**src/rtl/pic_cmd_pkg.sv**
```systemverilog
package pic_cmd_pkg;
    localparam int DATA_W = 8;
    localparam int LVL_W  = 3;

    typedef enum logic [1:0] {
        SEQ_NORMAL  = 2'd0,
        SEQ_VBASE   = 2'd1,
        SEQ_CASCADE = 2'd2,
        SEQ_MODE    = 2'd3
    } seq_state_t;

    typedef enum logic [2:0] {
        OP_ROT_CLR   = 3'd0,
        OP_EOI       = 3'd1,
        OP_NOP       = 3'd2,
        OP_SPEC_EOI  = 3'd3,
        OP_ROT_SET   = 3'd4,
        OP_ROT_EOI   = 3'd5,
        OP_SET_BASE  = 3'd6,
        OP_ROT_SPEC  = 3'd7
    } op_code_t;

    function automatic logic [LVL_W-1:0] next_lvl(input logic [LVL_W-1:0] l);
        return l + 1'b1;
    endfunction
endpackage

```
**src/rtl/pic_init_seq.sv**
```systemverilog
module pic_init_seq
    import pic_cmd_pkg::*;
(
    input  logic              clk,
    input  logic              rst_n,
    input  logic              init_wr,
    input  logic              odd_wr,
    input  logic [DATA_W-1:0] wdata,
    output logic [DATA_W-1:0] imr,
    output logic [DATA_W-1:0] vec_base,
    output logic              sfnm,
    output logic              aeoi,
    output logic              init_stb
);
    localparam int BASE_LSB = LVL_W;

    seq_state_t state_q, state_d;
    logic       need_mode_q;

    always_ff @(posedge clk or negedge rst_n) begin
        if (!rst_n) state_q <= SEQ_NORMAL;
        else        state_q <= state_d;
    end

    always_comb begin
        state_d = state_q;
        if (init_wr) begin
            state_d = SEQ_VBASE;
        end else if (odd_wr) begin
            unique case (state_q)
                SEQ_NORMAL:  state_d = SEQ_NORMAL;
                SEQ_VBASE:   state_d = SEQ_CASCADE;
                SEQ_CASCADE: state_d = need_mode_q ? SEQ_MODE : SEQ_NORMAL;
                SEQ_MODE:    state_d = SEQ_NORMAL;
            endcase
        end
    end

    always_ff @(posedge clk or negedge rst_n) begin
        if (!rst_n) begin
            imr         <= '0;
            vec_base    <= '0;
            sfnm        <= 1'b0;
            aeoi        <= 1'b0;
            need_mode_q <= 1'b0;
            init_stb    <= 1'b0;
        end else begin
            init_stb <= init_wr;
            if (init_wr) begin
                imr         <= '0;
                vec_base    <= '0;
                sfnm        <= 1'b0;
                aeoi        <= 1'b0;
                need_mode_q <= wdata[0];
            end else if (odd_wr) begin
                unique case (state_q)
                    SEQ_NORMAL:  imr <= wdata;
                    SEQ_VBASE:   vec_base <= {wdata[DATA_W-1:BASE_LSB], {BASE_LSB{1'b0}}};
                    SEQ_CASCADE: ;
                    SEQ_MODE: begin
                        sfnm <= wdata[4];
                        aeoi <= wdata[1];
                    end
                endcase
            end
        end
    end
endmodule

```
**src/rtl/pic_ocw_decode.sv**
```systemverilog
module pic_ocw_decode
    import pic_cmd_pkg::*;
(
    input  logic              clk,
    input  logic              rst_n,
    input  logic              init_wr,
    input  logic              ocw2_wr,
    input  logic              ocw3_wr,
    input  logic              poll_rd,
    input  logic [DATA_W-1:0] wdata,
    input  logic              isr_nonempty,
    input  logic [LVL_W-1:0]  isr_top,
    output logic              clr_stb,
    output logic [LVL_W-1:0]  clr_lvl,
    output logic              base_stb,
    output logic [LVL_W-1:0]  base_val,
    output logic              rot_aeoi,
    output logic              rsel_isr,
    output logic              poll,
    output logic              special_mask
);
    op_code_t         op;
    logic [LVL_W-1:0] named;
    logic             clr_d, base_d;
    logic [LVL_W-1:0] clr_lvl_d, base_d_val;

    assign op    = op_code_t'(wdata[7:5]);
    assign named = wdata[LVL_W-1:0];

    always_comb begin
        clr_d      = 1'b0;
        base_d     = 1'b0;
        clr_lvl_d  = '0;
        base_d_val = '0;
        if (ocw2_wr) begin
            unique case (op)
                OP_ROT_CLR, OP_ROT_SET, OP_NOP: ;
                OP_EOI: begin
                    clr_d     = isr_nonempty;
                    clr_lvl_d = isr_top;
                end
                OP_ROT_EOI: begin
                    clr_d      = isr_nonempty;
                    base_d     = isr_nonempty;
                    clr_lvl_d  = isr_top;
                    base_d_val = next_lvl(isr_top);
                end
                OP_SPEC_EOI: begin
                    clr_d     = 1'b1;
                    clr_lvl_d = named;
                end
                OP_SET_BASE: begin
                    base_d     = 1'b1;
                    base_d_val = next_lvl(named);
                end
                OP_ROT_SPEC: begin
                    clr_d      = 1'b1;
                    base_d     = 1'b1;
                    clr_lvl_d  = named;
                    base_d_val = next_lvl(named);
                end
            endcase
        end
    end

    always_ff @(posedge clk or negedge rst_n) begin
        if (!rst_n) begin
            clr_stb      <= 1'b0;
            clr_lvl      <= '0;
            base_stb     <= 1'b0;
            base_val     <= '0;
            rot_aeoi     <= 1'b0;
            rsel_isr     <= 1'b0;
            poll         <= 1'b0;
            special_mask <= 1'b0;
        end else begin
            clr_stb  <= clr_d;
            clr_lvl  <= clr_lvl_d;
            base_stb <= base_d;
            base_val <= base_d_val;
            if (init_wr) begin
                rot_aeoi     <= 1'b0;
                rsel_isr     <= 1'b0;
                poll         <= 1'b0;
                special_mask <= 1'b0;
            end else if (ocw3_wr) begin
                poll <= poll | wdata[2];
                if (wdata[1]) rsel_isr     <= wdata[0];
                if (wdata[6]) special_mask <= wdata[5];
            end else begin
                if (poll_rd) poll <= 1'b0;
                if (ocw2_wr && (op == OP_ROT_CLR || op == OP_ROT_SET))
                    rot_aeoi <= wdata[7];
            end
        end
    end
endmodule

```
**src/rtl/pic_trig_reg.sv**
```systemverilog
module pic_trig_reg
    import pic_cmd_pkg::*;
#(
    parameter bit IS_MASTER = 1'b1
) (
    input  logic              clk,
    input  logic              rst_n,
    input  logic              trig_wr,
    input  logic [DATA_W-1:0] wdata,
    output logic [DATA_W-1:0] trig_mode
);
    logic [DATA_W-1:0] keep_mask;

    generate
        if (IS_MASTER) begin : g_master
            assign keep_mask = 8'hF8;
        end else begin : g_slave
            assign keep_mask = 8'hDE;
        end
    endgenerate

    always_ff @(posedge clk or negedge rst_n) begin
        if (!rst_n)       trig_mode <= '0;
        else if (trig_wr) trig_mode <= wdata & keep_mask;
    end
endmodule

```
**src/rtl/pic_cmd_decoder.sv**
```systemverilog
module pic_cmd_decoder
    import pic_cmd_pkg::*;
#(
    parameter bit IS_MASTER = 1'b1
) (
    input  logic              clk,
    input  logic              rst_n,
    input  logic              wr_en,
    input  logic              rd_en,
    input  logic              addr_odd,
    input  logic              trig_sel,
    input  logic [DATA_W-1:0] wdata,
    input  logic [DATA_W-1:0] irr_in,
    input  logic [DATA_W-1:0] isr_in,
    input  logic              isr_nonempty,
    input  logic [LVL_W-1:0]  isr_top,
    input  logic              poll_valid,
    input  logic [LVL_W-1:0]  poll_lvl,
    output logic [DATA_W-1:0] rdata,
    output logic              init_stb,
    output logic              clr_stb,
    output logic [LVL_W-1:0]  clr_lvl,
    output logic              base_stb,
    output logic [LVL_W-1:0]  base_val,
    output logic [DATA_W-1:0] imr,
    output logic [DATA_W-1:0] vec_base,
    output logic              rot_aeoi,
    output logic              sfnm,
    output logic              aeoi,
    output logic              special_mask,
    output logic [DATA_W-1:0] trig_mode
);
    localparam logic [DATA_W-1:0] POLL_FLAG = 8'h80;
    localparam logic [DATA_W-1:0] POLL_NONE = 8'h07;

    logic port_wr, even_wr, odd_wr, init_wr, ocw2_wr, ocw3_wr;
    logic even_rd, poll_rd, rsel_isr, poll;

    assign port_wr = wr_en && !trig_sel;
    assign even_wr = port_wr && !addr_odd;
    assign odd_wr  = port_wr && addr_odd;
    assign init_wr = even_wr && wdata[4];
    assign ocw3_wr = even_wr && !wdata[4] && wdata[3];
    assign ocw2_wr = even_wr && !wdata[4] && !wdata[3];
    assign even_rd = rd_en && !trig_sel && !addr_odd;
    assign poll_rd = even_rd && poll;

    pic_init_seq u_seq (
        .clk(clk), .rst_n(rst_n), .init_wr(init_wr), .odd_wr(odd_wr),
        .wdata(wdata), .imr(imr), .vec_base(vec_base), .sfnm(sfnm),
        .aeoi(aeoi), .init_stb(init_stb)
    );

    pic_ocw_decode u_ocw (
        .clk(clk), .rst_n(rst_n), .init_wr(init_wr), .ocw2_wr(ocw2_wr),
        .ocw3_wr(ocw3_wr), .poll_rd(poll_rd), .wdata(wdata),
        .isr_nonempty(isr_nonempty), .isr_top(isr_top),
        .clr_stb(clr_stb), .clr_lvl(clr_lvl), .base_stb(base_stb),
        .base_val(base_val), .rot_aeoi(rot_aeoi), .rsel_isr(rsel_isr),
        .poll(poll), .special_mask(special_mask)
    );

    pic_trig_reg #(.IS_MASTER(IS_MASTER)) u_trig (
        .clk(clk), .rst_n(rst_n), .trig_wr(wr_en && trig_sel),
        .wdata(wdata), .trig_mode(trig_mode)
    );

    always_comb begin
        rdata = '0;
        if (rd_en) begin
            if (trig_sel)      rdata = trig_mode;
            else if (addr_odd) rdata = imr;
            else if (poll)     rdata = poll_valid ? (POLL_FLAG | DATA_W'(poll_lvl)) : POLL_NONE;
            else               rdata = rsel_isr ? isr_in : irr_in;
        end
    end
endmodule

```
**config.mk**
```make
export PLATFORM = sky130hd
export DESIGN_NAME = pic_cmd_decoder
export DESIGN_NICKNAME = d
export VERILOG_FILES = /design/src/rtl/pic_cmd_pkg.sv /design/src/rtl/pic_init_seq.sv /design/src/rtl/pic_ocw_decode.sv /design/src/rtl/pic_trig_reg.sv /design/src/rtl/pic_cmd_decoder.sv
export SDC_FILE = /design/constraint.sdc
export NUM_CORES = 1
export LEC_CHECK = 0
export BUFFER_PORTS_ARGS = -buffer_cell sky130_fd_sc_hd__buf_2
export CAP_MARGIN = 20
export CORE_AREA = 2 2 73 61
export DETAILED_ROUTE_END_ITERATION = 8
export DIE_AREA = 0 0 75 63
export PLACE_DENSITY = 0.84
export SYNTH_ARGS = -nofsm -noshare
export SYNTH_HDL_FRONTEND = slang
export SYNTH_SLANG_ARGS = --single-unit
```
**constraint.sdc**
```tcl
create_clock -name clk -period 2.7 [get_ports clk]
set_clock_uncertainty 0.05 [all_clocks]
set_input_delay 0.405 -clock clk [delete_from_list [all_inputs] [get_ports clk]]
set_output_delay 0.405 -clock clk [all_outputs]
set_load 0.02 [all_outputs]
```
==> impl_metrics.ini <==
[status]
status = finished clean

[global_route]
track_usage_pct = 22.0
grt_first_pass_wirelength_um = 7980
globalRoute.totalOverflow = 0
grt_pass1_vias = 1769
antenna_found_initial = 0
grt_max_degree = 37

[clocking]
ctsResizeCount = 0
htreeDepth = 2
path_clk_slew_ps = 70
cts_tree = done
cts_buffers = 5
clk-insertion-delay-late_ps = 280
cts_root_buffer = clkbuf_8
cts_sinks = 36
cts_max_path_buffers = 2
cts_setup_buffers = 0
hold_buffers = 0

[finish]
diodes = 0
stdcell_count = 330
nets = 312
syn2layout_area_growth_pct = 22.2
drive_gt1_share_pct = 35.2
fillCellCount = 373

[logic_synthesis]
synth_flop_cell = dfrtp_1
synth_edf_count = 0
netlist_top_cells_area = dfrtp_1, mux2_2, o21ai_0, mux2i_1, buf_4
synth.most_common_cell = dfrtp_1
netlist-cell-type-count = 43
ys_warn_count = 0
yosys.area.top_type_share_pct = 45.7
avgSynthCellArea_um2 = 9.76
yosys.area.top_type = dfrtp_1
synth_commonest_cells = dfrtp_1, o21ai_0, nand2_1, nor2_1, nand3_1
seq_area_frac_synth_pct = 45.7
ys_ff_latch = 36
netlist_area_um2 = 1970
postSynthCellCount = 202
async_flop_share_pct = 100

[floorplan]
die_w_um = 75
std_cell_rows = 21
die_y_um = 63
core_area_um2 = 4020
die_area_um2 = 4730
start_util_pct = 49.0
io_pins = 83

[critical_path]
crit_type = flop to primary output
cp.arrival_ps = 1790
crit_path_start_kind = flop
r2r_slack_ps = 1050
critPathCaptureType = primary output
cp_max_fo = 9
cp.required_ps = 2250

[drt]
routed_wl_um = 5000
firstDrtPassIters = 4
wl_per_cell_um = 15.1
vias = 1863
drc = 0
drt_iter0_markers = 144
postRouteAntennaNets = 0
via_per_inst = 5.65

[timing]
hold_viol = 0
fin_tns_setup_ps = 0
fin_crit_sh_pct = 83.0
tightest_slew_ps = 793
max_freq_mhz = 446
post-route-min-period_ps = 2240
slew_viol_final = 0
max-slew-margin-rel_pct = 47.1
setup_violations = 0
rsz0062_at_grt = false

[power]
power_density_nw_per_um2 = 642
p_leak_nw = 1.20
ir_drop_mv = 0.313

[place]
placed_cells = 323
dp.final_hpwl_um = 3740
port_buffers = 76
place_congestion = 0.856

[run]
cap_violations = 0

[min_path]
hp-class = input port to asynchronous set/reset pin
worst paths after layout:
kind | from | to | depth (start not counted)
min in group clk | isr_nonempty | u_ocw.clr_stb$_DFF_PN0_ | 3
worst max register to register | u_seq.state_q[1]$_DFFE_PN0P_ | u_seq.vec_base[7]$_DFFE_PN0P_ | 3
worst min-delay path | rst_n | u_seq.vec_base[3]$_DFFE_PN0P_ | 1
worst min register to register | u_seq.need_mode_q$_DFFE_PN0P_ | u_seq.need_mode_q$_DFFE_PN0P_ | 2
max in group asynchronous | rst_n | u_ocw.rsel_isr$_DFFE_PN0P_ | 1
worst max-delay path | u_ocw.rsel_isr$_DFFE_PN0P_ | rdata[5] | 4
power breakdown:
group	total (mW)	internal, mW	switching [mW]
clock	0.355	0.175	0.180
combinational	0.464	0.178	0.286
sequential	0.726	0.631	0.0955
flip-flops by register name, indices dropped and copies added, names as in the netlist, 2 cells and up:
signal and count:
u_ocw.clr_lvl 3, u_ocw.base_val 3, u_seq.vec_base 5, u_seq.state_q 2
u_trig.trig_mode 5, u_seq.imr 8
cell families (layout without fill, tap and decap cells):
logic type / Yosys count / after routing / synth area share, %
muxes: 18 / 18 / 9.78
adders and majority gates: 1 / 1 / 0.635
AOI/OAI and AO/OA: 59 / 59 / 19.2
DFF: 36 / 36 / 45.7
and+or+nand+nor: 61 / 61 / 17.1
other: 1 / 6 / 0.190
buffers and inverters: 26 / 92 / 7.36
per-stage QoR:
stage | util [%] | setup WS (ps) | instance area [um^2] | power, mW | hold WS (ps)
floorplan | - | 998 | 1990 | 1.02 | 59.4
global placement | 58.0 | 804 | 2330 | 1.19 | 418
detailed placement | 58.0 | 777 | 2330 | 1.20 | 427
CTS | 59.9 | 457 | 2410 | 1.56 | 177
global route | 59.9 | 307 | 2410 | 1.64 | 226
finish | 59.9 | 459 | 2410 | 1.55 | 151
cell type report:
| cell class | count | area (um^2) | share of cell area, % |
|---|---|---|---|
| multi-input cells | 145 | 943 | 39.2 |
| flip-flops and latches | 36 | 901 | 37.4 |
| repair buffers | 76 | 380 | 15.8 |
| clock buffers | 6 | 72.6 | 3.01 |
| well taps | 57 | 71.3 | 2.96 |
| inverters | 9 | 33.8 | 1.40 |
| clock inverters | 1 | 5.00 | 0.208 |
layout by cell type, fill, tap and decap left out, types with 4 or more instances in the layout:
master	Yosys	layout
nand2_1	15	15
dfrtp_1	36	36
conb_1	1	6
o21ai_0	21	21
mux2i_1	8	8
clkbuf_8	0	5
buf_2	5	76
inv_1	8	8
nand3b_1	6	6
o211ai_1	4	4
a221oi_1	4	4
a21oi_1	11	11
nand3_1	12	12
mux2_2	10	10
nor2_1	15	15
critical path, cell delays in order, from the launching register on:
cell	delay [ps]
dfrtp_1	600
mux2_2	390
a221oi_1	270
nor2_1	80
buf_2	160
per-layer routing:
layer	up-vias	wire (um)	global-route usage (%)
met2	96	2230	33.7
li1	874	-	-
met1	883	2220	30.2
met3	10	470	5.00
met4	0	75	8.48
met5	-	0	0
(Power assumes the default switching activity.)
